$ cat src/rtl/sat_pkg.sv
package sat_pkg;
    typedef enum logic {
        RANGE_UNSIGNED = 1'b0,
        RANGE_SIGNED   = 1'b1
    } range_e;
endpackage

$ cat src/rtl/sat_bounds.sv
module sat_bounds #(
    parameter int IN_W  = 40,
    parameter int OUT_W = 32,
    parameter int NW    = $clog2(OUT_W + 1)
) (
    input  logic [NW-1:0]          width_n,
    input  sat_pkg::range_e        range_sel,
    output logic signed [IN_W-1:0] hi_lim,
    output logic signed [IN_W-1:0] lo_lim,
    output logic [OUT_W-1:0]       field_mask,
    output logic                   width_ok
);
    localparam logic signed [IN_W-1:0] ONE = IN_W'(1);

    logic signed [IN_W-1:0] full_pow;
    logic signed [IN_W-1:0] half_pow;
    logic [NW-1:0]          n_less;

    always_comb begin
        width_ok = (width_n != '0) && (int'(width_n) <= OUT_W);
        n_less   = width_n - NW'(1);
        full_pow = ONE <<< width_n;
        half_pow = ONE <<< n_less;
        if (range_sel == sat_pkg::RANGE_SIGNED) begin
            hi_lim = half_pow - ONE;
            lo_lim = -half_pow;
        end else begin
            hi_lim = full_pow - ONE;
            lo_lim = '0;
        end
        field_mask = OUT_W'(full_pow - ONE);
    end
endmodule

$ cat src/rtl/sat_clamp.sv
module sat_clamp #(
    parameter int IN_W = 40
) (
    input  logic signed [IN_W-1:0] value_in,
    input  logic signed [IN_W-1:0] hi_lim,
    input  logic signed [IN_W-1:0] lo_lim,
    output logic signed [IN_W-1:0] value_out,
    output logic                   clamped
);
    always_comb begin
        if (value_in > hi_lim) begin
            value_out = hi_lim;
            clamped   = 1'b1;
        end else if (value_in < lo_lim) begin
            value_out = lo_lim;
            clamped   = 1'b1;
        end else begin
            value_out = value_in;
            clamped   = 1'b0;
        end
    end
endmodule

$ cat src/rtl/sat_unit.sv
module sat_unit #(
    parameter int IN_W  = 40,
    parameter int OUT_W = 32,
    parameter int NW    = $clog2(OUT_W + 1)
) (
    input  logic             clk,
    input  logic             rst_n,
    input  logic [IN_W-1:0]  din,
    input  logic [NW-1:0]    width_n,
    input  logic             signed_mode,
    output logic [OUT_W-1:0] dout,
    output logic             sat_flag,
    output logic             width_err
);
    typedef struct packed {
        logic [OUT_W-1:0] value;
        logic             flag;
        logic             err;
    } out_t;

    sat_pkg::range_e        range_sel;
    logic signed [IN_W-1:0] hi_lim, lo_lim, clamp_val;
    logic [OUT_W-1:0]       field_mask;
    logic                   width_ok, clamped;
    out_t                   res_d, res_q;

    assign range_sel = signed_mode ? sat_pkg::RANGE_SIGNED : sat_pkg::RANGE_UNSIGNED;

    sat_bounds #(.IN_W(IN_W), .OUT_W(OUT_W), .NW(NW)) u_bounds (
        .width_n    (width_n),
        .range_sel  (range_sel),
        .hi_lim     (hi_lim),
        .lo_lim     (lo_lim),
        .field_mask (field_mask),
        .width_ok   (width_ok)
    );

    sat_clamp #(.IN_W(IN_W)) u_clamp (
        .value_in  ($signed(din)),
        .hi_lim    (hi_lim),
        .lo_lim    (lo_lim),
        .value_out (clamp_val),
        .clamped   (clamped)
    );

    always_comb begin
        res_d = '0;
        if (width_ok) begin
            res_d.value = OUT_W'(clamp_val) & field_mask;
            res_d.flag  = clamped;
        end else begin
            res_d.err = 1'b1;
        end
    end

    always_ff @(posedge clk) begin
        if (!rst_n) res_q <= '0;
        else        res_q <= res_d;
    end

    assign dout      = res_q.value;
    assign sat_flag  = res_q.flag;
    assign width_err = res_q.err;
endmodule

$ cat config.mk
export PLATFORM = sky130hd
export DESIGN_NAME = sat_unit
export DESIGN_NICKNAME = d
export VERILOG_FILES = /design/src/rtl/sat_pkg.sv /design/src/rtl/sat_bounds.sv /design/src/rtl/sat_clamp.sv /design/src/rtl/sat_unit.sv
export SDC_FILE = /design/constraint.sdc
export NUM_CORES = 1
export LEC_CHECK = 0
export BUFFER_PORTS_ARGS = -buffer_cell sky130_fd_sc_hd__buf_2
export CAP_MARGIN = 0
export CORE_ASPECT_RATIO = 1.25
export CORE_MARGIN = 5
export CORE_UTILIZATION = 25
export DETAILED_ROUTE_END_ITERATION = 16
export HOLD_SLACK_MARGIN = 0.1
export PLACE_DENSITY = 0.47
export REMOVE_ABC_BUFFERS = 1
export SYNTH_ARGS = -nofsm -noshare
export SYNTH_HDL_FRONTEND = slang
export SYNTH_SLANG_ARGS = --single-unit
$ cat constraint.sdc
create_clock -name clk -period 8.45 [get_ports clk]
set_clock_uncertainty 0.2 [all_clocks]
set_input_delay 1.69 -clock clk [delete_from_list [all_inputs] [get_ports clk]]
set_output_delay 1.69 -clock clk [all_outputs]
set_load 0.01 [all_outputs]
==> metrics.csv, run 1 <==
stage,metric,value,unit
run_status,outcome,"complete, no violations",
clock_network,cts.repair.resized,0,
grt,antenna_found_initial,0,
drt,drt_pass1_iterations,5,
sta,finalHoldViolCount,0,
sta,max_freq,128,MHz
logic_synthesis,synth.avg_cell_area,7.05,um2
drt,drcViolationCount,0,
flow_run,max-cap-violations,0,
finish,multi_input_area,4910,um2
sta,period_minus_slack,7.83,ns
clock_network,clockBufferDepth,2,
power_and_ir_drop,internal_power,422,uW
logic_synthesis,synth.distinct_cells,78,
drt,vias,6826,
die,fp.dieH,182,um
placed_design,gp_congestion,0.994,
drt,ant_nets,0,
sta,fin_setup_tns,0,ns
drt,viasPerCell,5.75,
logic_synthesis,netlist_instances,843,
logic_synthesis,synth_edf_count,0,
power_and_ir_drop,p_leak,2.94,nW
min_path,min_path_type,input pin to flop,
finish,nFillCells,2636,
grt,grt_pass1_wl,40500,um
finish,final_common_cell,nand2_1,
critical_path,critPathLaunchType,input pin,
drt,wire_per_inst,22.7,um
finish,final_cells,1188,
sta,maxSlewHeadroom,0.0862,
placed_design,dp.cells,1181,
power_and_ir_drop,p_seq_frac,0.230,
critical_path,path_class,input pin to flop,
power_and_ir_drop,switchingPower,349,uW
sta,maxSlewViolCount,0,
power_and_ir_drop,peakVddDrop,0.0000652,V
critical_path,cp.required,8.43,ns
clock_network,cts-hold-fix-buffers,0,
placed_design,io_buffers,82,
finish,seq_area,681,um2
logic_synthesis,dominantRegCellSynth,dfxtp_1,
critical_path,cp-end-kind,flop,
power_and_ir_drop,combPwrFrac,0.524,
grt,globalRoute.totalOverflow,0,
logic_synthesis,synth_seq_cells,34,
critical_path,worstPathArrival,7.81,ns
die,num_rows,63,
power_and_ir_drop,powerDensity,114,nW/um2
clock_network,cts_buffers,5,
sta,fin_crit_sh,0.927,
sta,tightest_slew,1.36,ns
grt,grt_max_degree,59,
clock_network,cts_max_level,2,
sta,rsz0062_at_grt,no,
drt,finalWirelength,27000,um
clock_network,clk_pin_slew,0.06,ns
power_and_ir_drop,sw_frac_of_total,0.453,
finish,antenna_cells,0,
critical_path,critPathMaxFanout,24,
logic_synthesis,yosys_warnings,0,
logic_synthesis,syn_area,5940,um2
finish,fin_nets,1027,
finish,layout_common_cells,"nand2_1, ha_1, buf_2, a21oi_1, o21ai_0",
sta,setup_viol,0,
logic_synthesis,seq_area_frac_synth,0.115,
die,die_w,148,um
clock_network,cts-root-buf,clkbuf_16,
drt,drt_iter0_markers,697,
power_and_ir_drop,clock_power_share,0.246,
clock_network,clkSinkCount,34,
finish,areaGrowthSynthToFinish,13.6,%
grt,track_usage,0.195,
grt,grt_pass1_vias,6635,
die,io_pins,83,
die,core,23600,um2
logic_synthesis,postSynth.asyncResetShare,0,
die,die_area,27000,um2
finish,drive_gt1_frac,0.157,
placed_design,dp_hpwl,21100,um
clock_network,post_cts_buffers,0,
die,start_util,0.252,
clock_network,cts_tree,built,
## sequential cells by signal, indices dropped and copies added, names as in the netlist
name and cells:
sat_flag 1, width_err 1, dout 32
## worst max-delay path: stages
cell      delay [ns]
buf_2           0.26
nor3_4          0.45
nand2_1         0.29
nor2_2          0.25
xnor2_1         0.15
buf_4           0.16
nand3_1         0.14
ha_1            0.40
o211ai_1        0.68
nor2_1          0.15
xnor2_1         0.18
mux2_2          0.29
ha_1            0.32
a21oi_1         0.18
nand2_1         0.07
a221oi_1        0.46
o22ai_1         0.19
nor3_1          0.39
o2111a_1        0.69
mux2i_1         0.15
a221oi_1        0.27
## synth_stat cells (3+ instances only)
| library cell | number | area (um2) |
|---|---|---|
| ha_1 | 82 | 1030 |
| xnor2_1 | 23 | 201 |
| o22ai_1 | 3 | 18.8 |
| nand4_1 | 23 | 144 |
| nor2_1 | 65 | 244 |
| o31ai_1 | 5 | 37.5 |
| and2_1 | 8 | 50.1 |
| o211ai_1 | 14 | 105 |
| o21ai_1 | 3 | 15.0 |
| buf_4 | 5 | 37.5 |
| nand3_1 | 47 | 235 |
| o211a_1 | 3 | 30.0 |
| a21oi_1 | 76 | 380 |
| a211oi_1 | 9 | 67.6 |
| a22o_1 | 5 | 43.8 |
| a221oi_1 | 4 | 35.0 |
| o32ai_1 | 3 | 26.3 |
| a31oi_1 | 5 | 31.3 |
| or2_2 | 5 | 31.3 |
| dfxtp_1 | 34 | 681 |
| nor3_1 | 23 | 115 |
| buf_1 | 7 | 26.3 |
| xor2_1 | 6 | 52.6 |
| inv_1 | 21 | 78.8 |
| clkbuf_1 | 25 | 93.8 |
| o21a_1 | 10 | 75.1 |
| o2111a_1 | 6 | 67.6 |
| nor2b_1 | 7 | 43.8 |
| nand2_1 | 116 | 435 |
| or3_1 | 5 | 31.3 |
| nand2b_1 | 5 | 31.3 |
| a21o_1 | 7 | 52.6 |
| a2111oi_2 | 3 | 45.0 |
| nor4_1 | 4 | 25.0 |
| o31a_1 | 4 | 35.0 |
| o21ai_0 | 66 | 330 |
| buf_2 | 18 | 90.1 |
| and3_1 | 5 | 31.3 |
| mux2i_1 | 28 | 280 |
## power by group through the flow
stage / Sequential [mW] / Combinational [mW] / Clock, mW
detailed placement: 0.181 / 0.399 / 0
global route: 0.179 / 0.441 / 0.202
CTS: 0.177 / 0.401 / 0.198
finish: 0.177 / 0.404 / 0.190
global placement: 0.182 / 0.400 / 0
floorplan: 0.188 / 0.228 / 0
## layer usage
layer  track usage  vias up  routed length (um)
met5             0        -                   0
met4         0.116        0                1630
met2         0.334      295               12900
met3        0.0301       85                1620
li1              -     3240                   -
met1         0.231     3206               10800
## layout make-up
type	count	share of cell area
Sequential cell	34	0.101
Multi-Input combinational cell	730	0.727
Inverter	22	0.0122
Timing Repair Buffer	103	0.0860
Clock buffer	7	0.0197
Tap cell	292	0.0541
## final timing paths
check	start	endpoint	slack (ns)	cells after the start
worst min-delay path	din[19]	dout[19]	1.49	3
worst max-delay path	width_n[2]	dout[27]	0.62	21
## cell families after synthesis
group,synth area share
AND/OR/NAND/NOR,0.278
XOR/XNOR,0.0428
adder cells (fa/ha/maj),0.173
buffers and inverters,0.0594
multiplexers,0.0510
flip-flops,0.115
AO/OA/AOI/OAI,0.282
## per-stage QoR
step | setup WS [ns] | power (mW) | instance area [um2] | util | hold WS [ns]
final | 0.621 | 0.771 | 6750 | 0.286 | 1.49
after global routing | 0.270 | 0.822 | 6750 | 0.286 | 1.49
after CTS | 0.770 | 0.777 | 6750 | 0.286 | 1.48
after detailed placement | 0.465 | 0.580 | 6620 | 0.281 | 1.79
after global placement | 0.546 | 0.582 | 6620 | 0.281 | 1.79
after floorplan | 1.90 | 0.415 | 5670 | - | 1.62
(Power assumes the default switching activity.)
==> run 2, diff against run 1 <==
--- a/config.mk
+++ b/config.mk
@@ -13,6 +13,7 @@
 export DETAILED_ROUTE_END_ITERATION = 16
 export HOLD_SLACK_MARGIN = 0.1
 export PLACE_DENSITY = 0.47
+export RECOVER_POWER = 100
 export REMOVE_ABC_BUFFERS = 1
 export SYNTH_ARGS = -nofsm -noshare
 export SYNTH_HDL_FRONTEND = slang
==> run 2 against run 1 <==
Die area did not move. Largest cell class unchanged. Critical path depth did not move. Global-route usage did not move. Combinational power fell by 1%. First-iteration DRC count fell by 10%. Sequential share of layout area rose by 0.11 points. Critical endpoint is now dout[31].
==> metrics.csv, run 2 (same netlist as run 1, synthesis figures left out) <==
stage,metric,value,unit,change
grt,antenna_found_initial,0,,unchanged
drt,drt_pass1_iterations,5,,unchanged
sta,finalHoldViolCount,0,,unchanged
finish,final_common_cell,nand2_1,,unchanged
die,die_area,27000,um2,unchanged
die,io_pins,83,,unchanged
critical_path,path_class,input pin to flop,,unchanged
sta,max_freq,127,MHz,was 128 MHz
power_and_ir_drop,p_leak,2.80,nW,was 2.94 nW
critical_path,cp-end-kind,flop,,unchanged
power_and_ir_drop,internal_power,416,uW,was 422 uW
die,die_w,148,um,unchanged
power_and_ir_drop,peakVddDrop,0.0000679,V,was 0.0000652 V
drt,vias,6895,,was 6826
power_and_ir_drop,switchingPower,351,uW,was 349 uW
drt,viasPerCell,5.80,,was 5.75
finish,drive_gt1_frac,0.112,,was 0.157
power_and_ir_drop,clock_power_share,0.250,,was 0.246
clock_network,clk_pin_slew,0.06,ns,about the same
drt,ant_nets,0,,unchanged
grt,track_usage,0.195,,unchanged
clock_network,cts-root-buf,clkbuf_16,,unchanged
die,fp.dieH,182,um,unchanged
sta,maxSlewViolCount,0,,unchanged
critical_path,cp.required,8.41,ns,was 8.43 ns
clock_network,cts_max_level,2,,unchanged
power_and_ir_drop,powerDensity,115,nW/um2,was 114 nW/um2
critical_path,critPathLaunchType,input pin,,unchanged
run_status,outcome,"complete, no violations",,unchanged
die,num_rows,63,,unchanged
grt,globalRoute.totalOverflow,0,,unchanged
sta,rsz0062_at_grt,no,,unchanged
drt,wire_per_inst,22.8,um,was 22.7 um
clock_network,clkSinkCount,34,,unchanged
min_path,min_path_type,input pin to flop,,unchanged
grt,grt_max_degree,59,,unchanged
finish,largest_reg_flops,32,,unchanged
finish,areaGrowthSynthToFinish,12.4,%,was 13.6%
placed_design,dp_hpwl,21100,um,unchanged
flow_run,max-cap-violations,0,,unchanged
min_path,worstHoldStart,din[19],,unchanged
critical_path,cp-startpoint,width_n[2],,unchanged
sta,maxSlewHeadroom,0.0732,,was 0.0862
drt,drt_iter0_markers,627,,was 697
placed_design,gp_congestion,0.994,,unchanged
finish,layout_common_cells,"nand2_1, ha_1, a21oi_1, o21ai_0, nor2_1",,"was nand2_1, ha_1, buf_2, a21oi_1, o21ai_0"
placed_design,dpl-instance-area,6620,um2,unchanged
finish,antenna_cells,0,,unchanged
sta,fin_crit_sh,0.933,,was 0.927
power_and_ir_drop,combPwrFrac,0.518,,was 0.524
power_and_ir_drop,p_seq_frac,0.231,,was 0.230
clock_network,cts_tree,built,,unchanged
critical_path,worstPathArrival,7.84,ns,was 7.81 ns
sta,period_minus_slack,7.88,ns,was 7.83 ns
critical_path,critPathMaxFanout,28,,was 24
clock_network,post_cts_buffers,0,,unchanged
sta,tightest_slew,1.38,ns,was 1.36 ns
clock_network,cts-hold-fix-buffers,0,,unchanged
drt,drcViolationCount,0,,unchanged
clock_network,cts.repair.resized,0,,unchanged
power_and_ir_drop,sw_frac_of_total,0.457,,was 0.453
finish,stdcell_area,6680,um2,was 6750 um2
die,core,23600,um2,unchanged
die,start_util,0.252,,unchanged
clock_network,clockBufferDepth,2,,unchanged
clock_network,cts_buffers,5,,unchanged
placed_design,post-place-ws,0.465,ns,unchanged
sta,fin_setup_tns,0,ns,unchanged
power_and_ir_drop,finalPower,767,uW,was 771 uW
placed_design,io_buffers,82,,unchanged
grt,grt_pass1_wl,40500,um,unchanged
drt,finalWirelength,27100,um,was 27000 um
sta,setup_viol,0,,unchanged
grt,grt_pass1_vias,6635,,unchanged
finish,final_util,0.283,,was 0.286
finish,fin_nets,1027,,unchanged
sta,setup_ws,0.569,ns,was 0.621 ns
==> run 2: worst paths after layout <==
kind	to	slack (ns)	cells after the start
max	dout[31]	0.57	21
min	dout[19]	1.48	3
==> run 2: layout make-up <==
| class | count | area [um2] |
|---|---|---|
| fill | 2650 | 16900 |
| multi-input combinational | 730 | 4880 |
| sequential | 34 | 681 |
| timing repair buffer | 103 | 538 |
| tap | 292 | 365 |
| clock buffer | 7 | 133 |
| inverter | 22 | 82.6 |
==> run 2: layer usage <==
metal | part of all wire | vias up | track usage
met5 | 0 | - | 0
met4 | 0.062 | 0 | 0.116
met3 | 0.058 | 98 | 0.0301
met2 | 0.48 | 291 | 0.334
met1 | 0.40 | 3266 | 0.231
li1 | - | 3240 | -
==> run 2: power by group through the flow <==
stage                     clock network, mW  logic (mW)  registers, mW
after floorplan                           0       0.228          0.188
after global placement                    0       0.400          0.182
after detailed placement                  0       0.399          0.181
after CTS                             0.198       0.401          0.177
after global routing                  0.202       0.434          0.179
final                                 0.192       0.398          0.178
==> run 2: critical path, cell delays in order <==
cell and delay, ns:
buf_2 0.26, nor3_4 0.44, nand2_1 0.28, nor2_1 0.33, xnor2_1 0.17, buf_4 0.16
nand3_1 0.14, ha_1 0.40, o211ai_1 0.68, nor2_1 0.15, xnor2_1 0.18, mux2_1 0.33
ha_1 0.33, a21oi_1 0.18, nand2_1 0.07, a221oi_1 0.45, o22ai_1 0.18, or4_1 0.59
o21a_1 0.13, buf_4 0.24, a2111oi_0 0.45
==> run 2: metrics by stage <==
| step | std cells | hold WS (ns) |
|---|---|---|
| after floorplan | 786 | 1.62 |
| after global placement | 1181 | 1.79 |
| after detailed placement | 1181 | 1.79 |
| after CTS | 1188 | 1.48 |
| after global routing | 1188 | 1.49 |
| final | 1188 | 1.48 |
==> run 3, diff against run 2 <==
--- a/config.mk
+++ b/config.mk
@@ -5,14 +5,15 @@
 export SDC_FILE = /design/constraint.sdc
 export NUM_CORES = 1
 export LEC_CHECK = 0
-export BUFFER_PORTS_ARGS = -buffer_cell sky130_fd_sc_hd__buf_2
+export ABC_AREA = 1
 export CAP_MARGIN = 0
 export CORE_ASPECT_RATIO = 1.25
 export CORE_MARGIN = 5
-export CORE_UTILIZATION = 25
+export CORE_UTILIZATION = 50
 export DETAILED_ROUTE_END_ITERATION = 16
+export DONT_BUFFER_PORTS = 1
 export HOLD_SLACK_MARGIN = 0.1
-export PLACE_DENSITY = 0.47
+export PLACE_DENSITY = 0.71
 export RECOVER_POWER = 100
 export REMOVE_ABC_BUFFERS = 1
 export SYNTH_ARGS = -nofsm -noshare
==> run 3 against run 2 <==
Utilization is 24 points higher. Power is 13% higher. Non-clock buffer count is 98 lower. Combinational power is 17% higher. Synthesized area is 6.4% higher. Hold slack worse by 0.092 ns. First-iteration DRC count is 13% higher. Synthesized cell count is 36% higher. Routed wire length is 0.20% higher. Worst setup slack better by 0.54 ns. Critical path type unchanged.
==> metrics.csv, run 3 <==
stage,metric,value,unit,change
power_and_ir_drop,powerDensity,132,nW/um2,was 115 nW/um2
sta,fin_crit_sh,0.868,,was 0.933
die,die_w,111,um,was 148 um
logic_synthesis,synth.distinct_cells,42,,was 78
drt,drt_pass1_iterations,6,,was 5
die,fp.dieH,136,um,was 182 um
finish,largest_reg_flops,32,,unchanged
logic_synthesis,synth_top_area_share,0.198,,was 0.173
finish,areaGrowthSynthToFinish,3.92,%,was 12.4%
drt,wirelength_met1,10600,um,was 10900 um
logic_synthesis,synth_seq_cells,34,,unchanged
power_and_ir_drop,peakVddDrop,0.0000945,V,was 0.0000679 V
sta,fin_setup_tns,0,ns,unchanged
logic_synthesis,synth.most_common_cell,nand2_1,,unchanged
placed_design,dp_hpwl,21900,um,was 21100 um
logic_synthesis,synthTopCellsByArea,"nand2_1, ha_1, dfxtp_1",,"was ha_1, dfxtp_1, nand2_1"
die,die_area,15000,um2,was 27000 um2
sta,maxSlewHeadroom,0.256,,was 0.0732
finish,fin_nets,1264,,was 1027
drt,ant_nets,0,,unchanged
drt,finalWirelength,27100,um,about the same
critical_path,critPathMaxFanout,44,,was 28
logic_synthesis,netlist_instances,1147,,was 843
finish,nFillCells,1405,,was 2650
logic_synthesis,synth_common_cells,"nand2_1, inv_1, nor2_1",,"was nand2_1, ha_1, a21oi_1"
flow_run,max-cap-violations,0,,unchanged
placed_design,gp_congestion,1.07,,was 0.994
die,num_rows,46,,was 63
clock_network,clkSinkCount,34,,unchanged
logic_synthesis,synth_edf_count,0,,unchanged
power_and_ir_drop,finalPower,864,uW,was 767 uW
sta,period_minus_slack,7.34,ns,was 7.88 ns
die,start_util,0.504,,was 0.252
clock_network,cts_tree,built,,unchanged
die,core,12500,um2,was 23600 um2
clock_network,post_cts_buffers,0,,unchanged
clock_network,cts-hold-fix-buffers,0,,unchanged
clock_network,clk_pin_slew,0.06,ns,about the same
die,io_pins,83,,unchanged
critical_path,worstPathArrival,7.32,ns,was 7.84 ns
critical_path,path_class,input pin to flop,,unchanged
sta,max_freq,136,MHz,was 127 MHz
drt,dr_wl_met3,2050,um,was 1580 um
run_status,outcome,"complete, no violations",,unchanged
drt,vias,7476,,was 6895
grt,globalRoute.totalOverflow,0,,unchanged
power_and_ir_drop,p_leak,3.96,nW,was 2.80 nW
critical_path,cp-end-kind,flop,,unchanged
drt,viasPerCell,5.74,,was 5.80
logic_synthesis,syn_area,6320,um2,was 5940 um2
drt,drcViolationCount,0,,unchanged
logic_synthesis,yosys_warnings,0,,unchanged
finish,final_common_cell,nand2_1,,unchanged
finish,layout_common_cells,"nand2_1, inv_1, nor2_1, nand3_1, ha_1",,"was nand2_1, ha_1, a21oi_1, o21ai_0, nor2_1"
grt,grt_pass1_vias,7020,,was 6635
finish,antenna_cells,0,,unchanged
finish,drive_gt1_frac,0.0494,,was 0.112
finish,seq_area,681,um2,unchanged
critical_path,critPathLaunchType,input pin,,unchanged
sta,finalHoldViolCount,0,,unchanged
sta,rsz0062_at_grt,no,,unchanged
sta,tightest_slew,1.11,ns,was 1.38 ns
min_path,min_path_type,input pin to flop,,unchanged
drt,met2_wirelength,12500,um,was 12900 um
logic_synthesis,yosysTopAreaCell,nand2_1,,was ha_1
placed_design,io_buffers,0,,was 82
sta,maxSlewViolCount,0,,unchanged
grt,grt_pass1_wl,40600,um,was 40500 um
drt,drt_iter0_markers,711,,was 627
grt,track_usage,0.352,,was 0.195
clock_network,cts-root-buf,clkbuf_16,,unchanged
grt,grt_max_degree,57,,was 59
drt,top_layer,met4,,unchanged
grt,antenna_found_initial,0,,unchanged
logic_synthesis,dominantRegCellSynth,dfxtp_1,,unchanged
drt,wire_per_inst,20.8,um,was 22.8 um
critical_path,cp.required,8.43,ns,was 8.41 ns
logic_synthesis,synth.avg_cell_area,5.51,um2,was 7.05 um2
clock_network,cts_buffers,5,,unchanged
logic_synthesis,postSynth.asyncResetShare,0,,unchanged
clock_network,cts_max_level,2,,unchanged
clock_network,cts.repair.resized,0,,unchanged
clock_network,clockBufferDepth,2,,unchanged
logic_synthesis,seq_area_frac_synth,0.108,,was 0.115
sta,setup_viol,0,,unchanged
finish,multi_input_area,4800,um2,was 4880 um2
## run 3: cell count changes in the layout (fill, tap and decap cells not counted), sizes merged, moves of 9 or more
cell and delta:
xnor2 -21, inv +159, o21ai -9, o211ai -11, nand3 +48, mux2i -28, xor2 +12, nor3 +9
a21oi -15, nand2 +228, and2 -9, buf -64, clkbuf -34, nor2 +84
## run 3: logic make-up after synthesis
logic type / Yosys count / share of synthesized area
DFF: 34 / 0.108
AOI/OAI and AO/OA: 145 / 0.124
adders and majority gates: 82 / 0.162
buffers and inverters: 209 / 0.130
xor gates and xnor gates: 20 / 0.0277
and+or+nand+nor: 657 / 0.448
## run 3: stage by stage
| stage | hold slack (ns) | cell area (um2) | utilization | cells | setup WS [ns] |
|---|---|---|---|---|---|
| after floorplan | 1.66 | 6180 | - | 1121 | 2.55 |
| after global placement | 1.67 | 6430 | 0.512 | 1294 | 1.51 |
| after detailed placement | 1.68 | 6430 | 0.512 | 1294 | 1.54 |
| after CTS | 1.39 | 6580 | 0.524 | 1302 | 1.82 |
| after global routing | 1.42 | 6570 | 0.523 | 1302 | 0.807 |
| final | 1.39 | 6570 | 0.523 | 1302 | 1.11 |
## run 3: final timing paths
check  startpoint         to  slack [ns]  depth (start not counted)
min         rst_n  width_err        1.39                          2
max    width_n[0]   dout[25]        1.11                         26
## run 3: where the power goes
group          switching (mW)  leakage [nW]  internal [mW]
Clock                  0.0839        0.0739          0.117
Sequential             0.0161         0.278          0.179
Combinational           0.327          3.61          0.141
Total                   0.427          3.96          0.437
## run 3: critical path, cell delays in order
cell and delay [ns]:
nor2_1 0.26, nand2_1 0.27, nor2_1 0.26, nand2_1 0.16, ha_1 0.21, inv_1 0.08, nor2_1 0.08, nand2_1 0.20
nor2_1 0.10, nand2_1 0.20, inv_1 0.19, nand2_1 0.15, inv_1 0.07, nand4_1 0.08, a21oi_1 0.07, o21ai_0 0.07
o21ai_0 0.12, ha_1 0.28, nand2_1 0.08, nor4_1 0.90, nand4_1 0.71, nand2_1 0.30, buf_4 0.48, nand2_1 0.10
o21bai_1 0.15, inv_1 0.05
## run 3: layout make-up
class,count,area share
Multi-Input combinational cell,904,0.732
Inverter,183,0.105
Sequential cell,34,0.104
Tap cell,168,0.0320
Clock buffer,7,0.0217
Timing Repair Buffer,5,0.00572
Clock inverter,1,0.000762
## run 3: metal layers
metal / GRT usage / vias to the layer above
met2: 0.598 / 357
met3: 0.0460 / 110
met1: 0.419 / 3349
met4: 0.219 / 0
li1: - / 3660
met5: 0 / -
